==> config.mk <==
export PLATFORM = sky130hd
export DESIGN_NAME = rxwake_ctrl
export DESIGN_NICKNAME = d
export VERILOG_FILES = /design/src/rtl/rxwake_pkg.sv /design/src/rtl/rxwake_sync.sv /design/src/rtl/rxwake_qual.sv /design/src/rtl/rxwake_settle.sv /design/src/rtl/rxwake_fsm.sv /design/src/rtl/rxwake_ctrl.sv
export SDC_FILE = /design/constraint.sdc
export NUM_CORES = 1
export LEC_CHECK = 0
export BUFFER_PORTS_ARGS = -buffer_cell sky130_fd_sc_hd__buf_2
export CORE_MARGIN = 2
export CORE_UTILIZATION = 35
export DETAILED_ROUTE_END_ITERATION = 10
export GPL_ROUTABILITY_DRIVEN = 0
export SLEW_MARGIN = 40
export SYNTH_ARGS = -nofsm -noshare
export SYNTH_HDL_FRONTEND = slang
export SYNTH_HIERARCHICAL = 1
export SYNTH_SLANG_ARGS = --single-unit
export TNS_END_PERCENT = 50
==> constraint.sdc <==
create_clock -name clk -period 1.8 [get_ports clk]
set_input_delay 0.09 -clock clk [delete_from_list [all_inputs] [get_ports clk]]
set_output_delay 0.09 -clock clk [all_outputs]
set_load 0.02 [all_outputs]
==> src/rtl/rxwake_pkg.sv <==
// Package: shared types for the start-bit wakeup controller.
// Assumes: nothing beyond the encoding below, which only this block decodes.
package rxwake_pkg;

    // Power states of the controller.
    typedef enum logic [1:0] {
        ST_RUN    = 2'd0,
        ST_HALT   = 2'd1,
        ST_IDLE   = 2'd2,
        ST_SETTLE = 2'd3
    } wake_state_t;

endpackage

==> src/rtl/rxwake_sync.sv <==
// Module: rxwake_sync
// Brings the asynchronous pin into the clock domain through STAGES flops,
// then keeps one more flop to detect rising and falling edges.
// Assumes: the pin idles at RESET_LEVEL, so reset produces no false edge.
module rxwake_sync #(
    parameter int   STAGES      = 2,
    parameter logic RESET_LEVEL = 1'b1
) (
    input  logic clk,
    input  logic rst_n,
    input  logic pin_async,
    output logic rise,
    output logic fall
);
    localparam int CHAIN_W = STAGES + 1;

    logic [CHAIN_W-1:0] chain;
    logic               cur_lvl;
    logic               prev_lvl;

    // Shift the pin through the synchroniser and the history flop.
    always_ff @(posedge clk) begin
        if (!rst_n) begin
            chain <= {CHAIN_W{RESET_LEVEL}};
        end else begin
            chain <= {chain[CHAIN_W-2:0], pin_async};
        end
    end

    // Compare the synchronised level with the level one cycle older.
    always_comb begin
        cur_lvl  = chain[STAGES-1];
        prev_lvl = chain[STAGES];
        rise     = cur_lvl & ~prev_lvl;
        fall     = ~cur_lvl & prev_lvl;
    end

endmodule

==> src/rtl/rxwake_qual.sv <==
// Module: rxwake_qual
// Qualifies synchronised edges with the enable and polarity select, and
// holds the sticky pending flag that software clears by writing a one.
// Assumes: rise and fall are single-cycle pulses from rxwake_sync.
module rxwake_qual (
    input  logic clk,
    input  logic rst_n,
    input  logic rise,
    input  logic fall,
    input  logic wake_en,
    input  logic edge_sel,
    input  logic pend_clr,
    output logic trig,
    output logic pend
);

    // Choose the polarity, then gate it with the per-pin enable.
    always_comb begin
        trig = wake_en & (edge_sel ? fall : rise);
    end

    // Pending flag: a new edge takes priority over a clear in the same cycle.
    always_ff @(posedge clk) begin
        if (!rst_n) begin
            pend <= 1'b0;
        end else if (trig) begin
            pend <= 1'b1;
        end else if (pend_clr) begin
            pend <= 1'b0;
        end
    end

endmodule

==> src/rtl/rxwake_settle.sv <==
// Module: rxwake_settle
// Counts the oscillator settling interval while active is high.
// done is raised in the last active cycle, so the caller leaves the
// settle state exactly CYCLES edges after entering it.
// Assumes: active falls after done and stays low between intervals.
module rxwake_settle #(
    parameter int CYCLES = 256
) (
    input  logic clk,
    input  logic rst_n,
    input  logic active,
    output logic done
);
    localparam int CW = $clog2(CYCLES + 1);

    logic [CW-1:0] cnt;

    // Count cycles spent settling, and restart from zero whenever idle.
    always_ff @(posedge clk) begin
        if (!rst_n) begin
            cnt <= '0;
        end else if (!active) begin
            cnt <= '0;
        end else if (!done) begin
            cnt <= cnt + 1'b1;
        end
    end

    // Flag the final cycle of the interval.
    always_comb begin
        done = active && (cnt == CW'(CYCLES - 1));
    end

endmodule

==> src/rtl/rxwake_fsm.sv <==
// Module: rxwake_fsm
// Power-state sequencer: run, halt, idle and post-halt settling.
// A halt request wins over an idle request in the same cycle. Requests
// are ignored unless the controller is running.
// Assumes: trig is already qualified, and settle_done comes from the counter.
module rxwake_fsm
    import rxwake_pkg::*;
(
    input  logic clk,
    input  logic rst_n,
    input  logic halt_req,
    input  logic idle_req,
    input  logic trig,
    input  logic xtal_sel,
    input  logic settle_done,
    output logic run_en,
    output logic settling,
    output logic asleep
);

    wake_state_t state;
    wake_state_t state_nx;

    // Next-state decision for each power state.
    always_comb begin
        state_nx = state;
        unique case (state)
            ST_RUN: begin
                if (halt_req) begin
                    state_nx = ST_HALT;
                end else if (idle_req) begin
                    state_nx = ST_IDLE;
                end
            end
            ST_HALT: begin
                if (trig) begin
                    state_nx = xtal_sel ? ST_SETTLE : ST_RUN;
                end
            end
            ST_IDLE: begin
                if (trig) begin
                    state_nx = ST_RUN;
                end
            end
            ST_SETTLE: begin
                if (settle_done) begin
                    state_nx = ST_RUN;
                end
            end
            default: state_nx = ST_RUN;
        endcase
    end

    // State register.
    always_ff @(posedge clk) begin
        if (!rst_n) begin
            state <= ST_RUN;
        end else begin
            state <= state_nx;
        end
    end

    // Decode the state into the outputs.
    always_comb begin
        run_en   = (state == ST_RUN);
        settling = (state == ST_SETTLE);
        asleep   = (state == ST_HALT) || (state == ST_IDLE);
    end

endmodule

==> src/rtl/rxwake_ctrl.sv <==
// Module: rxwake_ctrl (top)
// Wakes the device from halt or idle on an enabled edge of the receive pin.
// After a halt with a crystal clock, it holds run_en low for SETTLE_CYCLES.
// Assumes: halt_req and idle_req are pulses from the core.
// Assumes: rx_pin is asynchronous and idles high.
module rxwake_ctrl #(
    parameter int SYNC_STAGES   = 2,
    parameter int SETTLE_CYCLES = 256
) (
    input  logic clk,
    input  logic rst_n,
    input  logic rx_pin,
    input  logic wake_en,
    input  logic edge_sel,
    input  logic halt_req,
    input  logic idle_req,
    input  logic xtal_sel,
    input  logic pend_clr,
    output logic run_en,
    output logic wake_pend,
    output logic asleep
);

    logic rise;
    logic fall;
    logic trig;
    logic settling;
    logic settle_done;

    rxwake_sync #(
        .STAGES      (SYNC_STAGES),
        .RESET_LEVEL (1'b1)
    ) u_sync (
        .clk       (clk),
        .rst_n     (rst_n),
        .pin_async (rx_pin),
        .rise      (rise),
        .fall      (fall)
    );

    rxwake_qual u_qual (
        .clk      (clk),
        .rst_n    (rst_n),
        .rise     (rise),
        .fall     (fall),
        .wake_en  (wake_en),
        .edge_sel (edge_sel),
        .pend_clr (pend_clr),
        .trig     (trig),
        .pend     (wake_pend)
    );

    rxwake_settle #(
        .CYCLES (SETTLE_CYCLES)
    ) u_settle (
        .clk    (clk),
        .rst_n  (rst_n),
        .active (settling),
        .done   (settle_done)
    );

    rxwake_fsm u_fsm (
        .clk         (clk),
        .rst_n       (rst_n),
        .halt_req    (halt_req),
        .idle_req    (idle_req),
        .trig        (trig),
        .xtal_sel    (xtal_sel),
        .settle_done (settle_done),
        .run_en      (run_en),
        .settling    (settling),
        .asleep      (asleep)
    );

endmodule

==> results of run 1 <==
where the power goes:
group | internal, uW | switching, uW | total, uW
clock | 82.5 | 112 | 194
combinational | 129 | 166 | 295
sequential | 357 | 23.4 | 381
total | 569 | 301 | 870
sequential cells by signal, summed over array words and instances, names as in the netlist:
register      cells
u_qual/pend       1
u_sync/chain      3
u_fsm/state       2
u_settle/cnt      9
worst max-delay path, stage by stage (launching register included):
cell and delay, ps:
dfxtp_2 340, ha_2 180, nand3_1 80, nor2_1 50, ha_2 170, and2_4 170
or4_1 510, a21oi_1 140
stage by stage:
stage / total power, uW / hold slack [ps] / cells / util (%) / setup WS, ps
4_1_cts: 877 / 34.8 / 125 / 43.9 / 28.9
3_5_place_dp: 678 / 276 / 120 / 42.0 / 61.8
6_report: 870 / 45.2 / 128 / 45.2 / 95.5
5_1_grt: 928 / 54.6 / 128 / 45.2 / 19.8
2_1_floorplan: 606 / 163 / 82 / - / 12.0
3_3_place_gp: 668 / 277 / 120 / 42.0 / 102
synth_stat cells:
cell      count
dfxtp_1      15
nand4_1       1
and2b_1       1
o31ai_1       4
nor2_1        7
nor2b_1       3
nand3b_1      2
o22ai_1       1
and2b_2       1
or3b_1        1
inv_1         6
xor2_1        1
buf_6         1
nand3_1       3
and2_4        1
or3_2         1
xnor2_1       1
nand2b_1      3
a21oi_1       6
ha_1          6
nand2_1       4
or4_1         4
o21ai_0       3
o221a_1       2
o221a_2       1
o21ai_1       1
mux2i_1       2
final cells by class:
cell class	instances	area (um^2)
Clock inverter	1	5.00
Sequential cell	15	302
Clock buffer	3	22.5
Tap cell	27	33.8
Multi-Input combinational cell	60	424
Fill cell	203	1100
Inverter	6	22.5
Timing Repair Buffer	16	95.1
path summary, 6_finish.rpt:
| path | cells after the start | slack [ps] | startpoint | end |
|---|---|---|---|---|
| setup / recovery | 7 | 100 | u_settle/cnt[0] | u_settle/cnt[5] |
| hold / removal | 2 | 50 | rst_n | u_sync/chain[0] |
| setup reg to reg | 7 | 100 | u_settle/cnt[0] | u_settle/cnt[5] |
| hold reg to reg | 1 | 410 | u_sync/chain[0] | u_sync/chain[1] |
what timing repair did:
item | 4_1_cts | 5_1_grt
hold endpoints to repair | 1 | 0
buffers inserted | 0 | 3
setup endpoints to repair | 0 | 6
hold buffers | 1 | 0
gates resized for setup | 0 | 2
metal layers:
layer / vias up / wire length [um] / track usage (%)
met5: - / 0 / 0
met1: 285 / 645 / 15.4
li1: 332 / - / -
met2: 7 / 631 / 20.2
met4: 0 / 0 / 4.05
met3: 0 / 36 / 2.68
cell families after synthesis:
kind of cell	Yosys count	synth area share [%]
and+or+nand+nor	32	24.8
AOI/OAI and AO/OA	18	15.9
DFF	15	39.9
buffers and inverters	7	4.48
adders and majority gates	6	9.97
xor gates and xnor gates	2	2.33
muxes	2	2.66
==> out/metrics.csv, run 1 <==
stage,metric,value,unit
global_routing,antenna_found_initial,0,
sta,post-route-min-period,1700,ps
detailed_routing,antenna_left,0,
global_routing,grt_pass1_vias,582,
floorplan,pin_count,12,
sta,final-setup-viol-count,0,
logic_synthesis,ys_ff_latch,15,
global_routing,track_usage,12.1,%
floorplan,die_y,50.4,um
clock_network,h-tree-depth,1,
cells_and_area,area_delta_synth_final,20.1,%
sta,post-route-period-util,94.7,%
sta,setup-tns-final,0,ps
floorplan,rows,16,
placed_design,dpl_cell_area,841,um^2
critical_path,crit_type,register to register,
run,cap_violations,0,
detailed_routing,vias_per_cell,4.88,
clock_network,clockBufferDepth,2,
critical_path,end_kind,register,
logic_synthesis,yosys_warnings,6,
global_routing,grt_overflow,0,
logic_synthesis,synth_area_leaders,"dfxtp_1 (40%), ha_1 (10%), a21oi_1 (4.0%)",
floorplan,start_util,37.6,%
clock_network,path_clk_slew,90,ps
floorplan,dieArea,0.00254,mm^2
critical_path,arrival,1920,ps
detailed_routing,dr_total_vias,624,
clock_network,cts_tree,done,
floorplan,fp.coreArea,0.00200,mm^2
logic_synthesis,ys_seq_area_share,39.9,%
cells_and_area,drive_gt1_share,25.7,%
placed_design,hpwl,1010,um
critical_path,required,2020,ps
sta,hold_viol_final,0,
detailed_routing,drc,0,
global_routing,grt_pass1_wl,2370,um
power_and_ir_drop,power.density,961,mW/mm^2
sta,grt_setup_unrepaired,false,
clock_network,clock-sinks,15,
cells_and_area,nNetsFinal,117,
clock_network,numCtsBuffers,3,
detailed_routing,wl,1310,um
sta,skew,3.47,ps
logic_synthesis,yosysTopAreaCell,dfxtp_1,
cells_and_area,mostFrequentLayoutCell,dfxtp_1,
sta,report.final.slew_viol_count,0,
logic_synthesis,synth.cell_area,753,um^2
sta,fmax,587,MHz
floorplan,die_x,50.4,um
detailed_routing,first_pass_iters,4,
critical_path,crit_fanout,11,
detailed_routing,wire_per_inst,10.3,um
sta,maxSlewHeadroom,78.7,%
clock_network,clk_latency,280,ps
cells_and_area,antenna_cells,0,
outcome,outcome,completed,
logic_synthesis,yosysTopAreaCellShare,39.9,%
logic_synthesis,yosysUniqueCellTypes,27,
detailed_routing,first_iter_violations,13,
hold_path,hold_class,primary input to register,
sta,worstMarginPinSlew,319,ps
power_and_ir_drop,p_leak,0.000351,uW
placed_design,io_buffers,11,
logic_synthesis,syn_avg_cell_area,9.19,um^2
clock_network,root_buffer,clkbuf_4,
cells_and_area,final_cell_area,905,um^2
cells_and_area,most-common-layout-cells,"dfxtp_1 (14), buf_2 (11), nor2_1 (7)",
global_routing,grt_max_degree,13,
logic_synthesis,syn_inst,82,
logic_synthesis,syn_nets,97,
critical_path,critPathLaunchType,register,
power_and_ir_drop,max-vdd-ir-drop,0.439,mV
Note: power is estimated with default switching activity, not from simulation.
==> run 2: changes to the inputs <==
REMOVE_ABC_BUFFERS = 1   (was not set)
==> out/metrics.csv, run 2 (same netlist as run 1, synthesis figures left out) <==
stage,metric,value,unit,change
power_and_ir_drop,p_sw_share,34.0,%,-0.54 points
cells_and_area,antenna_cells,0,,unchanged
global_routing,grt_overflow,0,,unchanged
floorplan,rows,16,,unchanged
critical_path,end_kind,register,,
clock_network,clock-sinks,15,,unchanged
sta,skew,0.379,ps,-3.09 ps
power_and_ir_drop,p_total,859,uW,-1.2%
critical_path,arrival,1940,ps,+20 ps
power_and_ir_drop,max-vdd-ir-drop,0.435,mV,-0.88%
clock_network,clockBufferDepth,2,,unchanged
sta,fmax,576,MHz,-1.8%
run,cap_violations,0,,unchanged
detailed_routing,vias_per_cell,4.91,,+0.79%
critical_path,critPathLaunchType,register,,
global_routing,grt_pass1_wl,2210,um,-6.7%
sta,grt_setup_unrepaired,false,,
floorplan,die_x,50.4,um,unchanged
detailed_routing,drc,0,,unchanged
critical_path,critPathMaxStageDelay,500,ps,about the same
power_and_ir_drop,pwr-share-seq,44.4,%,+0.6 points
cells_and_area,largest_reg_flops,9,,unchanged
placed_design,io_buffers,11,,unchanged
clock_network,clk_latency,280,ps,about the same
power_and_ir_drop,power.density,952,mW/mm^2,-0.92%
hold_path,hold_class,primary input to register,,
critical_path,cp_top_family,simple AND/OR/NAND/NOR gates,,
floorplan,die_y,50.4,um,unchanged
cells_and_area,mostFrequentLayoutCell,dfxtp_1,,
global_routing,antenna_found_initial,0,,unchanged
detailed_routing,dr_total_vias,624,,unchanged
critical_path,cp_cell_sequence,"ha_1, nand3_1, nor2_1, ha_2, and2_4, or4_1, a21oi_1",,
clock_network,root_buffer,clkbuf_4,,
cells_and_area,area_delta_synth_final,19.8,%,
detailed_routing,first_pass_iters,4,,unchanged
clock_network,numCtsBuffers,3,,unchanged
cells_and_area,most-common-layout-cells,"dfxtp_1 (14), buf_2 (11), nor2_1 (7)",,
floorplan,dieArea,0.00254,mm^2,unchanged
global_routing,grt_pass1_vias,551,,-5.3%
critical_path,crit_type,register to register,,
global_routing,track_usage,11.4,%,-0.70 points
power_and_ir_drop,p_leak,0.000349,uW,-0.71%
cells_and_area,reg_top3,"u_settle/cnt x9, u_sync/chain x3, u_fsm/state x2",,
power_and_ir_drop,p_clk_share,22.0,%,-0.3 points
detailed_routing,wl,1350,um,+3.0%
critical_path,startpoint,u_settle/cnt[0],,
critical_path,r2r_start,u_settle/cnt[0],,
clock_network,cts_tree,done,,
cells_and_area,largest-register,u_settle/cnt,,
critical_path,crit_buf_inv,0,,unchanged
power_and_ir_drop,p_switching,293,uW,-2.7%
sta,hold_viol_final,0,,unchanged
floorplan,start_util,37.6,%,unchanged
cells_and_area,drive_gt1_share,26.0,%,+0.26 points
sta,worstMarginPinSlew,334,ps,+14.9 ps
floorplan,fp.coreArea,0.00200,mm^2,unchanged
sta,post-route-min-period,1740,ps,+31.9 ps
cells_and_area,nNetsFinal,116,,-0.85%
detailed_routing,antenna_left,0,,unchanged
sta,post-route-period-util,96.5,%,+1.8 points
placed_design,hpwl,979,um,-3.1%
clock_network,h-tree-depth,1,,unchanged
sta,setup-tns-final,0,ps,unchanged
global_routing,grt_max_degree,13,,unchanged
sta,final-setup-viol-count,0,,unchanged
power_and_ir_drop,p_int,567,uW,-0.38%
sta,report.final.slew_viol_count,0,,unchanged
detailed_routing,first_iter_violations,9,,-4
critical_path,cpMaxStageDelayCell,or4_1,,
floorplan,pin_count,12,,unchanged
clock_network,path_clk_slew,90,ps,about the same
critical_path,crit_fanout,6,,-5
sta,maxSlewHeadroom,77.7,%,-1.0 points
detailed_routing,wire_per_inst,10.6,um,+3.9%
critical_path,required,2010,ps,about the same
sta,whs,53.3,ps,+8.04 ps
hold_path,min_from,rst_n,,
power_and_ir_drop,power_frac_comb,33.6,%,-0.3 points
outcome,outcome,completed,,
## run 2: cell type report
type | count | area, um^2
flip-flops and latches | 15 | 302
well taps | 27 | 33.8
clock buffers | 3 | 22.5
inverters | 6 | 22.5
clock inverters | 1 | 5.00
multi-input cells | 61 | 437
fillers | 203 | 1100
repair buffers | 14 | 80.1
## run 2: power groups by stage
stage	combinational [uW]	sequential [uW]	clock, uW
2_1_floorplan	222	384	0
3_3_place_gp	281	389	0
3_5_place_dp	282	389	0
4_1_cts	286	381	200
5_1_grt	322	386	216
6_report	288	382	189
## run 2: worst paths after layout
| path | endpoint | slack, ps | cells after the start |
|---|---|---|---|
| min reg2reg | u_sync/chain[1] | 420 | 1 |
| max reg2reg | u_settle/cnt[7] | 60 | 7 |
| max | u_settle/cnt[7] | 60 | 7 |
| min | u_sync/chain[0] | 50 | 2 |
## run 2: what timing repair did
action,4_1_cts,5_1_grt
cloned,0,1
setup endpoints to repair,1,6
hold buffers,1,0
gates resized for setup,0,4
endpoints found under the hold margin,1,0
setup buffers,0,1
pin swaps,1,1
## run 2: per-layer routing
| layer | global-route usage, % | vias up | share of wire, % |
|---|---|---|---|
| li1 | - | 332 | - |
| met1 | 13.7 | 285 | 51 |
| met2 | 18.4 | 7 | 46 |
| met3 | 5.36 | 0 | 2.7 |
| met4 | 2.70 | 0 | 0 |
| met5 | 0 | - | 0 |
## run 2: metrics by stage
step | utilization [%] | area [um^2] | worst slack (ps) | instances
after CTS | 43.8 | 876 | 12.4 | 125
after global routing | 45.1 | 902 | 6.83 | 127
after floorplan | - | 742 | 52.1 | 81
final | 45.1 | 902 | 63.6 | 127
after global placement | 41.9 | 838 | 83.2 | 120
after detailed placement | 41.9 | 838 | 22.4 | 120
## run 2: worst register-to-register path: stages, from the launching register on
cell and delay (ps):
dfxtp_2 340, ha_1 210, nand3_1 80, nor2_1 40, ha_2 180, and2_4 160, or4_1 500, a21oi_1 160
